**config.mk**
```make
export PLATFORM = sky130hd
export DESIGN_NAME = dual_mask_intc
export DESIGN_NICKNAME = d
export VERILOG_FILES = /design/src/rtl/dual_mask_intc.sv
export SDC_FILE = /design/constraint.sdc
export NUM_CORES = 1
export LEC_CHECK = 0
export ABC_AREA = 0
export BUFFER_PORTS_ARGS = -buffer_cell sky130_fd_sc_hd__buf_2
export CORE_AREA = 2 2 107 109
export DETAILED_ROUTE_END_ITERATION = 8
export DIE_AREA = 0 0 109 111
export SLEW_MARGIN = 20
export SYNTH_ARGS = -nofsm -noshare
export SYNTH_HDL_FRONTEND = slang
export SYNTH_SLANG_ARGS = --single-unit
```
**constraint.sdc**
```tcl
create_clock -name clk -period 2.2 [get_ports clk]
set_input_delay 0.44 -clock clk [delete_from_list [all_inputs] [get_ports clk]]
set_output_delay 0.44 -clock clk [all_outputs]
set_load 0.1 [all_outputs]
```
**src/rtl/dual_mask_intc.sv**
```systemverilog
module dual_mask_intc #(
  parameter int W      = 32,
  parameter int ADDR_W = 4
) (
  input  logic              clk,
  input  logic              rst_n,
  input  logic              reg_we,
  input  logic [ADDR_W-1:0] reg_addr,
  input  logic [W-1:0]      reg_wdata,
  output logic [W-1:0]      reg_rdata,
  input  logic [W-1:0]      src_lvl,
  output logic              irq_o,
  output logic              fiq_o
);

  localparam logic [ADDR_W-1:0] OFF_N_STAT = ADDR_W'(0);
  localparam logic [ADDR_W-1:0] OFF_N_RAW  = ADDR_W'(1);
  localparam logic [ADDR_W-1:0] OFF_N_SET  = ADDR_W'(2);
  localparam logic [ADDR_W-1:0] OFF_N_CLR  = ADDR_W'(3);
  localparam logic [ADDR_W-1:0] OFF_SW_SET = ADDR_W'(4);
  localparam logic [ADDR_W-1:0] OFF_SW_CLR = ADDR_W'(5);
  localparam logic [ADDR_W-1:0] OFF_F_STAT = ADDR_W'(8);
  localparam logic [ADDR_W-1:0] OFF_F_RAW  = ADDR_W'(9);
  localparam logic [ADDR_W-1:0] OFF_F_SET  = ADDR_W'(10);
  localparam logic [ADDR_W-1:0] OFF_F_CLR  = ADDR_W'(11);

  logic [W-1:0] irq_mask, fiq_mask;
  logic         sw_req;
  logic [W-1:0] raw;

  assign raw = src_lvl | {{(W-1){1'b0}}, sw_req};

  always_ff @(posedge clk) begin
    if (!rst_n) begin
      irq_mask <= '0;
      fiq_mask <= '0;
      sw_req   <= 1'b0;
    end else if (reg_we) begin
      case (reg_addr)
        OFF_N_SET:  irq_mask <= irq_mask | reg_wdata;
        OFF_N_CLR:  irq_mask <= irq_mask & ~reg_wdata;
        OFF_F_SET:  fiq_mask <= fiq_mask | reg_wdata;
        OFF_F_CLR:  fiq_mask <= fiq_mask & ~reg_wdata;
        OFF_SW_SET: if (reg_wdata[0]) sw_req <= 1'b1;
        OFF_SW_CLR: if (reg_wdata[0]) sw_req <= 1'b0;
        default: ;
      endcase
    end
  end

  always_ff @(posedge clk) begin
    if (!rst_n) begin
      irq_o <= 1'b0;
      fiq_o <= 1'b0;
    end else begin
      irq_o <= |(raw & irq_mask);
      fiq_o <= |(raw & fiq_mask);
    end
  end

  always_comb begin
    case (reg_addr)
      OFF_N_STAT: reg_rdata = raw & irq_mask;
      OFF_N_RAW,
      OFF_F_RAW:  reg_rdata = raw;
      OFF_N_SET:  reg_rdata = irq_mask;
      OFF_F_STAT: reg_rdata = raw & fiq_mask;
      OFF_F_SET:  reg_rdata = fiq_mask;
      default:    reg_rdata = '0;
    endcase
  end

  AST_RESET_QUIET: assert property (@(posedge clk)
    !rst_n |=> (!irq_o && !fiq_o && irq_mask == '0 && fiq_mask == '0 && !sw_req));

  AST_NSET_STICKS: assert property (@(posedge clk) disable iff (!rst_n)
    (reg_we && reg_addr == OFF_N_SET) |=> ((irq_mask & $past(reg_wdata)) == $past(reg_wdata)));

  AST_NCLR_DROPS: assert property (@(posedge clk) disable iff (!rst_n)
    (reg_we && reg_addr == OFF_N_CLR) |=> ((irq_mask & $past(reg_wdata)) == '0));

  AST_FSET_STICKS: assert property (@(posedge clk) disable iff (!rst_n)
    (reg_we && reg_addr == OFF_F_SET) |=> ((fiq_mask & $past(reg_wdata)) == $past(reg_wdata)));

  AST_FCLR_DROPS: assert property (@(posedge clk) disable iff (!rst_n)
    (reg_we && reg_addr == OFF_F_CLR) |=> ((fiq_mask & $past(reg_wdata)) == '0));

  AST_SW_RAISE: assert property (@(posedge clk) disable iff (!rst_n)
    (reg_we && reg_addr == OFF_SW_SET && reg_wdata[0]) |=> sw_req);

  AST_SW_LOWER: assert property (@(posedge clk) disable iff (!rst_n)
    (reg_we && reg_addr == OFF_SW_CLR && reg_wdata[0]) |=> !sw_req);

  AST_IRQ_NEEDS_MASK: assert property (@(posedge clk) disable iff (!rst_n)
    (irq_mask == '0) |=> !irq_o);

  AST_FIQ_NEEDS_MASK: assert property (@(posedge clk) disable iff (!rst_n)
    (fiq_mask == '0) |=> !fiq_o);

  AST_RO_NO_EFFECT: assert property (@(posedge clk) disable iff (!rst_n)
    (reg_we && (reg_addr == OFF_N_STAT || reg_addr == OFF_N_RAW ||
                reg_addr == OFF_F_STAT || reg_addr == OFF_F_RAW))
    |=> ($stable(irq_mask) && $stable(fiq_mask) && $stable(sw_req)));

  AST_NMASK_ISOLATED: assert property (@(posedge clk) disable iff (!rst_n)
    (reg_we && (reg_addr == OFF_N_SET || reg_addr == OFF_N_CLR)) |=> $stable(fiq_mask));

endmodule

```
# Word level (Yosys, flattened, before mapping)
# Index checks and enable logic that the tools add are counted.
[totals]
ff_bits = 67
inputBits = 71
out_inout_bits = 34
wordCells = 40
[classes]
eq_ne = 11
mux = 6
n_bitwise = 8
reduce_logical = 10
[ops]
columns = ["op", "count"]
rows = [
  ["case mux 32 bit (5 select lines)", 1],
  ["AND 32 bit", 4],
  ["case mux 32 bit (2 select lines)", 2],
  ["OR 32 bit", 2],
  ["OR reduction 32 bit", 2],
  ["NOT 32 bit", 1],
  ["OR 32 x 1 -> 32 bit", 1],
  ["equality test 4 bit, second input constant", 4],
  ["equality test 4 x 2 -> 1 bit, second input constant", 2],
  ["equality test 4 x 3 -> 1 bit, second input constant", 2],
  ["nonzero test 2 bit", 3],
  ["equality test 4 x 1 -> 1 bit, second input constant", 1],
  ["logical NOT 4 bit", 1],
  ["inequality test 2 bit, second input constant", 2],
  ["AND reduction 2 bit", 2],
  ["AND reduction 4 bit", 1],
  ["two-way mux 1 bit", 2],
  ["case mux 1 bit (2 select lines)", 1],
  ["OR reduction 2 bit", 1],
]

# Logic depth before layout (Yosys ltp)
# Gate-level depths: netlist of the first run.
[logic_depth]
word_depth = 3
depth_mapped = 7
depth_no_buf = 4

# Worst setup path before layout of the first run
# Ideal clock, no wire load.
[synth_timing]
kind = "input-to-output"
from = "input port reg_addr[2]"
to = "output port reg_rdata[10]"
arrival_ns = 2.838
required_time_ns = 1.760
path_slack_ns = -1.078
cell_stages = 6
n_path_buf = 3
path_cell_list = "buf_2 -> nor4_2 -> buf_2 -> buf_4 -> a21oi_1 -> o21ai_1"
[synth_via]
elab_chain_len = 3
elab_cells_between_ends = 8
cone_classes = "5 x eq/ne; 1 x mux; 2 x reduce/logical"
[synth_lines]
columns = ["element", "line", "source"]
rows = [
  ["start, declared", "8", "input logic [ADDR_W-1:0] reg_addr,"],
  ["equality test 4 x 1 -> 1 bit or equality test 4 bit (tied branches)", "62", "case (reg_addr)"],
  ["OR reduction 2 bit", "62", ""],
  ["case mux 32 bit (5 select lines) *", "62", ""],
  ["end, declared", "10", "output logic [W-1:0] reg_rdata,"],
]
# Mark *: on every way between the ends. The rest lies on a longest branch, timed or not.

# Worst setup path in the final report of the first run
[layout_timing]
from = "input port reg_addr[3]"
to = "output port reg_rdata[14]"
# Same word-level chain as after synthesis.

==> results of run 1 <==
==> synthesized netlist by cell type (all sizes together) <==
library cell and n:
nor4 3, a221o 7, and2 1, clkbuf 23, a21o 24, buf 21, nand4 6, a22oi 53
nor3b 2, nor2 1, a311oi 65, nor4b 2, nand2 1, dfxtp 67, nor3 1, a222oi 9
a21oi 91, a221oi 1, nand3 2, nor4bb 2, inv 32, o21ai 27
==> final cells by class <==
class,count,share of cell area
sequential,67,0.2244
inverter,32,0.02010
antenna,5,0.002093
tap,143,0.02994
multi-input combinational,298,0.4270
clock buffer,12,0.04291
timing repair buffer,140,0.2453
clock inverter,4,0.008164
==> path summary, 6_finish.rpt <==
path / slack [ps] / to / cells after the start
setup / recovery: -90 / reg_rdata[14] / 8
hold / removal: 350 / flip-flop / 2
setup reg to reg: 870 / irq_o$_SDFF_PN0_ / 4
hold reg to reg: 530 / flip-flop / 2
==> layer usage <==
layer / global-route usage / vias up
li1: - / 2035
met1: 0.3190 / 2014
met2: 0.3458 / 162
met3: 0.04821 / 28
met4: 0.06838 / 4
met5: 0 / -
==> worst register-to-register path: cells and delay by family (launching register included) <==
| family | cells | cell delay, ps |
|---|---|---|
| and+or+nand+nor | 2 | 440 |
| AOI/OAI and AO/OA | 2 | 410 |
| DFF | 1 | 340 |
==> what timing repair did <==
item                       4_1_cts  5_1_grt
setup buffers                   14        0
hold endpoints to repair         0        0
gates resized for setup         34       11
setup endpoints to repair       32       32
gates cloned                     0        0
pin swaps                        7        8
==> power by group through the flow <==
stage               registers, uW  clock network, uW  logic (uW)
finish                       1270               1460         757
global route                 1280               1540         799
CTS                          1270               1470         746
detailed placement           1300                  0         715
global placement             1300                  0         706
floorplan                    1330                  0         382
==> logic make-up after synthesis <==
| kind of cell | after synthesis |
|---|---|
| AO/OA/AOI/OAI | 277 |
| buffers and inverters | 76 |
| flip-flops | 67 |
| AND/OR/NAND/NOR | 21 |
==> metrics by stage <==
step / setup TNS [ps] / area, um^2 / hold WS (ps) / worst slack [ps] / std cells
floorplan: -782.9 / 4170 / 503.2 / -39.96 / 441
global placement: -1158 / 5404 / 519.9 / -132.4 / 668
detailed placement: -1657 / 5404 / 526.5 / -151.4 / 668
CTS: -388.5 / 5912 / 341.8 / -96.98 / 696
global route: -1508 / 5967 / 358.2 / -99.93 / 697
finish: -397.6 / 5977 / 347.0 / -92.22 / 701
==> results_dict.tcl, run 1 <==
set metrics [dict create \
    num-fill-cells 946 \
    cp-start-kind "input port" \
    p_int_uw 2463 \
    path_delay_family "buffers and inverters" \
    setup_viol 16 \
    cts_htree_levels 3 \
    power_switching_share 0.2942 \
    mostFrequentLayoutCells "83 x a21oi_1, 68 x buf_2, 67 x dfxtp_1" \
    syn-num-nets 512 \
    cts_root_buffer "clkbuf_16" \
    tightest_slew_ps 492.8 \
    total_power_uw 3489 \
    viasPerCell 6.053 \
    p_comb_frac 0.217 \
    hold_buffers 0 \
    cpMaxStageDelayCell "a222oi_1" \
    violations "setup timing" \
    clkTransAtPathRegs_ps 60 \
    synth_cells 441 \
    routed_wl_mm 13.63 \
    hold_class "in2reg" \
    clock_latency_ps 330 \
    worstSetupPathType "in2out" \
    start_util 0.3390 \
    yosysTopAreaCell "dfxtp_1" \
    cp-end-kind "output pin" \
    io_buffer_count 104 \
    cts_tree "built" \
    finalNetCount 619 \
    top_layer_used "met5" \
    max-vdd-ir-drop_mv 0.3778 \
    met1_length_mm 6.052 \
    cts_buffer_depth 2 \
    grt_pass1_vias 4078 \
    core_area_mm2 0.01108 \
    cp.required_ps 1760 \
    layout_worst_path_cycle_share 1.042 \
    wire_per_inst_um 19.44 \
    outcome "finished with violations" \
    period_minus_slack_ps 2292 \
    final-seq-area_mm2 0.001341 \
    synth-xor-area-share 0 \
    drive_gt1_frac 0.4051 \
    die_width_um 109 \
    globalplace.congestion 0.8485 \
    grt_max_degree 65 \
    critical_path_peak_fanout 4 \
    synth.area.mux_share 0 \
    power_frac_seq 0.365 \
    rows 39 \
    clock_sinks 67 \
    crit_buf_inv 5 \
    crit_path_start "reg_addr[3]" \
    leakagePower_uw 0.002172 \
    p_clk_frac 0.418 \
    drt_iter0_drc 391 \
    yosys.area_share.simple 0.04598 \
    vias 4243 \
    antenna_found_initial 5 \
    synth_top_family_by_area "compound AO/OA/AOI/OAI gates" \
    dp_hpwl_mm 9.440 \
    multi_input_area_mm2 0.002552 \
    synth_area_leaders "dfxtp_1 36%, a311oi_1 15%, a21oi_1 12%" \
    wl_met2_mm 6.360 \
    slew-limit-headroom 0.6737 \
    grt_usage 0.2268 \
    die_y_um 111 \
    cts_buffers 9 \
    yosys_warnings 0 \
    synth.cell_area_mm2 0.003755 \
    switching_power_uw 1026 \
    dieArea_mm2 0.01210 \
    io_pins 105 \
    max_freq_mhz 436.3 \
    dr_wl_met3_um 905 \
    critPathMaxStageDelay_ps 320 \
    ys_types 28 \
    synth_compound_area_frac 0.5078 \
    yosys.area.top_type_share 0.3572 \
    hold_viol 0 \
    power.density_mw_per_mm2 583.8 \
    cp_data_arrival_time_ps 1850 \
    crit_chain "buf_8 -> nor4b_4 -> buf_4 -> buf_4 -> a221o_1 -> a222oi_1 -> inv_2 -> buf_12" \
    synthAdderAreaFrac 0 \
    drcViolationCount 0 \
    rsz0062_at_grt "yes" \
    gr-total-overflow 0 \
    syn_avg_cell_area_um2 8.514 \
    layout.cells.most_common "a21oi_1" \
    finClkSkew_ps 9.031 \
    ys_ff_latch 67 \
    grt_pass1_wl_mm 21.69 \
    ys_seq_area_frac 0.3572 \
    dr.pass1.iters 5 \
    drv_cap 0 \
    finalMaxSlewViolations 0 \
    syn_to_final_growth_pct 59.18 \
    hold_start "reg_wdata[11]" \
    ant_nets 0 \
    final_util 0.5396 \
    path_common_cell "buf_4" \
    final.setup.worst_slack_ps -92.22 \
]
Note: power is estimated with default switching activity, not from simulation.
==> run 2, diff against run 1 <==
--- a/config.mk
+++ b/config.mk
@@ -8,7 +8,7 @@
 export ABC_AREA = 0
 export BUFFER_PORTS_ARGS = -buffer_cell sky130_fd_sc_hd__buf_2
-export CORE_AREA = 2 2 107 109
+export CORE_AREA = 10 10 115 117
 export DETAILED_ROUTE_END_ITERATION = 8
-export DIE_AREA = 0 0 109 111
+export DIE_AREA = 0 0 125 127
 export SLEW_MARGIN = 20
 export SYNTH_ARGS = -nofsm -noshare
==> constraint.sdc (replaced) <==
create_clock -name clk -period 2 [get_ports clk]
set_input_delay 0.4 -clock clk [delete_from_list [all_inputs] [get_ports clk]]
set_output_delay 0.4 -clock clk [all_outputs]
set_load 0.01 [all_outputs]
==> run 2 against run 1 <==
Against the previous run:
- the flow still finishes with violations (setup timing)
- clock power rose by 25%
- wire length rose by 9.5%
- register-to-register slack got worse by 260 ps
- setup slack improved by 11 ps
- highest routed layer unchanged
==> results_dict.tcl, run 2 (synthesized netlist as in run 1, its figures left out) <==
set metrics [dict create \
    crit_path_start "reg_addr[2]" \
    r2r_cells 4 \
    outcome "finished with violations" \
    grt_pass1_wl_mm 23.07 \
    ant_nets 0 \
    vias 4339 \
    crit_path_end "reg_rdata[12]" \
    leakagePower_uw 0.002063 \
    hold_viol 0 \
    final_util 0.4704 \
    finalNetCount 622 \
    cts_htree_levels 3 \
    place_area_mm2 0.004627 \
    layout_worst_path_cycle_share 1.041 \
    slew-limit-headroom 0.6731 \
    drt_iter0_drc 448 \
    rrSetupSlack_ps 610 \
    cts_root_buffer "clkbuf_16" \
    gr-total-overflow 0 \
    switching_power_uw 923.1 \
    p_int_uw 2851 \
    io_pins 105 \
    rr_endpoint "irq_o$_SDFF_PN0_" \
    period_minus_slack_ps 2081 \
    io_buffer_count 104 \
    max-vdd-ir-drop_mv 0.4192 \
    max_freq_mhz 480.4 \
    cts_buffers 9 \
    rsz0062_at_grt "yes" \
    finalNonFillerCells 704 \
    wire_per_inst_um 21.20 \
    cp.required_ps 1600 \
    tightest_slew_ps 490.3 \
    p_clk_frac 0.485 \
    power_frac_seq 0.371 \
    die_width_um 125 \
    setup_viol 16 \
    final.setup.worst_slack_ps -81.50 \
    cts_tree "built" \
    clock_sinks 67 \
    layout.cells.most_common "buf_2" \
    placed_cells 675 \
    num-fill-cells 1091 \
    cp-start-kind "input port" \
    cts_buffer_depth 2 \
    dieArea_mm2 0.01588 \
    power.density_mw_per_mm2 721.2 \
    grt_pass1_vias 4212 \
    critical_path_peak_fanout 8 \
    worstSetupPathType "in2out" \
    drive_gt1_frac 0.3165 \
    start_util 0.3375 \
    cp_data_arrival_time_ps 1680 \
    violations "setup timing" \
    power_switching_share 0.2446 \
    total_power_uw 3774 \
    hold_class "in2reg" \
    finClkSkew_ps 6.837 \
    routed_wl_mm 14.93 \
    dr.pass1.iters 8 \
    die_y_um 127 \
    drv_cap 0 \
    p_comb_frac 0.144 \
    final_area_mm2 0.005234 \
    cp-end-kind "output pin" \
    drcViolationCount 0 \
    grt_usage 0.1761 \
    rows 39 \
    dp_hpwl_mm 10.39 \
    clkTransAtPathRegs_ps 50 \
    core_area_mm2 0.01113 \
    grt_max_degree 68 \
    globalplace.congestion 0.8217 \
    finalMaxSlewViolations 0 \
    hold_buffers 0 \
    viasPerCell 6.163 \
    clock_latency_ps 340 \
    fin_tns_setup_ps -655.3 \
    syn_to_final_growth_pct 39.39 \
    antenna_found_initial 7 \
    mostFrequentLayoutCells "100 x buf_2, 90 x a21oi_1, 67 x dfxtp_1" \
]
## run 2: through the flow
step | hold slack (ps) | setup WS, ps
floorplan | 503.2 | 24.02
global placement | 517.7 | -191.6
detailed placement | 526.4 | -197.1
CTS | 289.8 | -71.43
global route | 305.2 | -145.0
finish | 301.1 | -81.50
## run 2: worst min-delay path by stage
stage	start	to	slack, ps	cells past startpoint
after floorplan	flip-flop	flip-flop	500	2
after global placement	flip-flop	flip-flop	520	2
after detailed placement	flip-flop	flip-flop	530	2
after CTS	reg_wdata[6]	flip-flop	290	2
after global routing	reg_wdata[10]	flip-flop	310	2
final	reg_wdata[19]	flip-flop	300	2
## run 2: layout make-up
class                      count  area [um^2]  area share
clock buffer                  11        242.7     0.04638
sequential                    67         1341      0.2563
multi-input combinational    298         2176      0.4157
tap                          143        178.9     0.03419
timing repair buffer         143         1062      0.2030
inverter                      32        120.1     0.02295
clock inverter                 5        100.1     0.01913
antenna                        5        12.51    0.002391
## run 2: worst max-delay path: stages
cell and delay, ps:
buf_12 120, nor4b_4 350, buf_4 210, clkbuf_16 150, a21o_1 120, a22oi_2 50, o21ai_1 110, buf_2 160
## run 2: power groups by stage
stage | combinational [uW] | clock, uW | sequential, uW
3_5_place_dp | 493 | 0 | 1430
6_report | 543 | 1830 | 1400
3_3_place_gp | 482 | 0 | 1430
2_1_floorplan | 227 | 0 | 1420
4_1_cts | 523 | 1860 | 1400
5_1_grt | 586 | 1900 | 1400
## run 2: per-layer routing
layer / track usage / vias to the layer above / part of all wire
met3: 0.05707 / 24 / 0.086
li1: - / 2034 / -
met2: 0.2799 / 194 / 0.47
met1: 0.2149 / 2083 / 0.42
met5: 0 / - / 0.0018
met4: 0.07453 / 4 / 0.022
## run 2: what timing repair did
item | in CTS | in global routing
cloned | 1 | 2
resized for setup | 28 | 13
pin swaps | 6 | 10
setup endpoints to repair | 32 | 31
buffers inserted | 5 | 1
==> run 3, diff against run 2 <==
BUFFER_PORTS_ARGS = not set   (was -buffer_cell sky130_fd_sc_hd__buf_2)
CORE_AREA = 2 2 107 109   (was 10 10 115 117)
DIE_AREA = 0 0 109 111   (was 0 0 125 127)
DONT_BUFFER_PORTS = 1   (was not set)
==> run 3 against run 2 <==
Against the previous run:
- the run now ends clean
- largest cell class unchanged
- sequential share of layout area grew 5.1 points
- global-route usage up 3.3 points
- sequential power hardly changed
- critical endpoint is now reg_rdata[25]
- highest routed layer is now met4
- combinational power shrank 42%
- count of clock-buffer cells in the layout up 2
- setup slack gained 130 ps
- worst hold slack lost 120 ps
- register-to-register slack gained 50 ps
- cell area is 16% lower
- clock skew shrank 1.2 ps
- critical path type unchanged
- wire length shrank 14%
==> results_dict.tcl, run 3 (synthesized netlist as in run 1, its figures left out) <==
set metrics [dict create \
    layout_worst_path_cycle_share 0.9771 \
    syn_to_final_growth_pct 16.43 \
    dr.pass1.iters 5 \
    cts_buffers 9 \
    mostFrequentLayoutCells "91 x a21oi_1, 67 x dfxtp_1, 65 x a311oi_1" \
    cpMaxStageDelayCell "a222oi_1" \
    clkTransAtPathRegs_ps 60 \
    globalplace.congestion 0.8207 \
    slew-limit-headroom 0.5734 \
    finalNonFillerCells 584 \
    setup_viol 0 \
    drive_gt1_frac 0.1179 \
    hold_viol 0 \
    grt_max_degree 65 \
    outcome "completed" \
    cts_buffer_depth 2 \
    grt_usage 0.2090 \
    worstSetupPathType "in2out" \
    post_cts_resized 0 \
    rr_endpoint "irq_o$_SDFF_PN0_" \
    multi_input_area_mm2 0.002133 \
    max_freq_mhz 511.7 \
    leakagePower_uw 0.001478 \
    period_minus_slack_ps 1954 \
    met1_length_mm 5.249 \
    final-seq-area_mm2 0.001341 \
    io_pins 105 \
    max-vdd-ir-drop_mv 0.4376 \
    clock_sinks 67 \
    cp.required_ps 1600 \
    crit_path_end "reg_rdata[25]" \
    critPathMaxStageDelay_ps 420 \
    die_y_um 111 \
    cp_data_arrival_time_ps 1550 \
    cp-end-kind "output pin" \
    fin_tns_setup_ps 0 \
    hold_buffers 0 \
    wire_per_inst_um 21.88 \
    drt_iter0_drc 308 \
    ant_nets 0 \
    start_util 0.3390 \
    rows 39 \
    finClkSkew_ps 5.617 \
    dieArea_mm2 0.01210 \
    finalNetCount 508 \
    layout.cells.most_common "a21oi_1" \
    total_power_uw 3201 \
    hold_class "in2reg" \
    critical_path_peak_fanout 32 \
    io_buffer_count 0 \
    routed_wl_mm 12.78 \
    power.density_mw_per_mm2 732.3 \
    cts_htree_levels 3 \
    rrSetupSlack_ps 660 \
    diodes 0 \
    crit_path_start "reg_addr[3]" \
    dr_wl_met3_mm 1.526 \
    grt_pass1_wl_mm 19.57 \
    antenna_found_initial 0 \
    finalMaxSlewViolations 0 \
    r2r_cells 4 \
    placed_cells 569 \
    cp-start-kind "input port" \
    crit_chain "nor4b_4 -> buf_12 -> a221o_1 -> a222oi_1 -> inv_1" \
    core_area_mm2 0.01108 \
    cts_tree "built" \
    drcViolationCount 0 \
    gr-total-overflow 0 \
    viasPerCell 6.377 \
    tightest_slew_ps 639.9 \
    wl_met2_mm 5.877 \
    hold_path_depth 1 \
    num-fill-cells 1109 \
    dp_hpwl_mm 8.773 \
    rsz0062_at_grt "no" \
    vias 3724 \
    top_layer_used "met4" \
    grt_pass1_vias 3458 \
    cts_setup_buffers 0 \
    cts_root_buffer "clkbuf_16" \
    die_width_um 109 \
    clock_latency_ps 320 \
    drv_cap 0 \
]
## run 3: changes by cell type in the layout (fill, tap and decap cells not counted), moves of 2 or more
cell	before	now
a22oi_1	46	53
a22oi_2	7	0
buf_12	11	8
buf_2	100	0
buf_4	17	21
buf_6	9	0
buf_8	4	0
bufinv_16	3	0
clkbuf_8	1	3
diode_2	5	0
## run 3: critical path: cells and delay by family
family,cells,cell delay [ps]
buffers and inverters,2,320
AND/OR/NAND/NOR,1,120
AO/OA/AOI/OAI,2,720
## run 3: area by class of cell
type	count	area share
clock inverter	2	0.002290
multi-input combinational	298	0.4880
sequential	67	0.3068
timing repair buffer	29	0.07270
tap	143	0.04093
inverter	32	0.02748
clock buffer	13	0.06182
## run 3: power by group
group	total (uW)	leakage (uW)	internal, uW	switching [uW]
combinational	313	0.000794	133	179
sequential	1400	0.000543	1370	30.3
clock	1490	0.000141	930	558
## run 3: worst min path at each step
stage / startpoint / end / slack [ps]
2_1_floorplan: flip-flop / flip-flop / 500
3_3_place_gp: reg_wdata[16] / flip-flop / 510
3_5_place_dp: reg_wdata[15] / flip-flop / 510
4_1_cts: reg_wdata[17] / flip-flop / 170
5_1_grt: reg_wdata[17] / flip-flop / 170
6_report: reg_wdata[15] / flip-flop / 180
## run 3: routing by layer
layer	track usage	vias up
met2	0.3168	183
met3	0.09583	10
met4	0.04615	0
li1	-	1794
met5	0	-
met1	0.2708	1737
## run 3: stage by stage
stage,cell area [um^2],util,hold slack [ps],setup WS (ps)
global route,4372,0.3947,165.4,33.51
CTS,4372,0.3947,168.0,66.37
floorplan,3766,-,503.2,24.02
global placement,4091,0.3694,510.8,85.15
finish,4372,0.3947,176.3,45.78
detailed placement,4091,0.3694,514.6,66.92
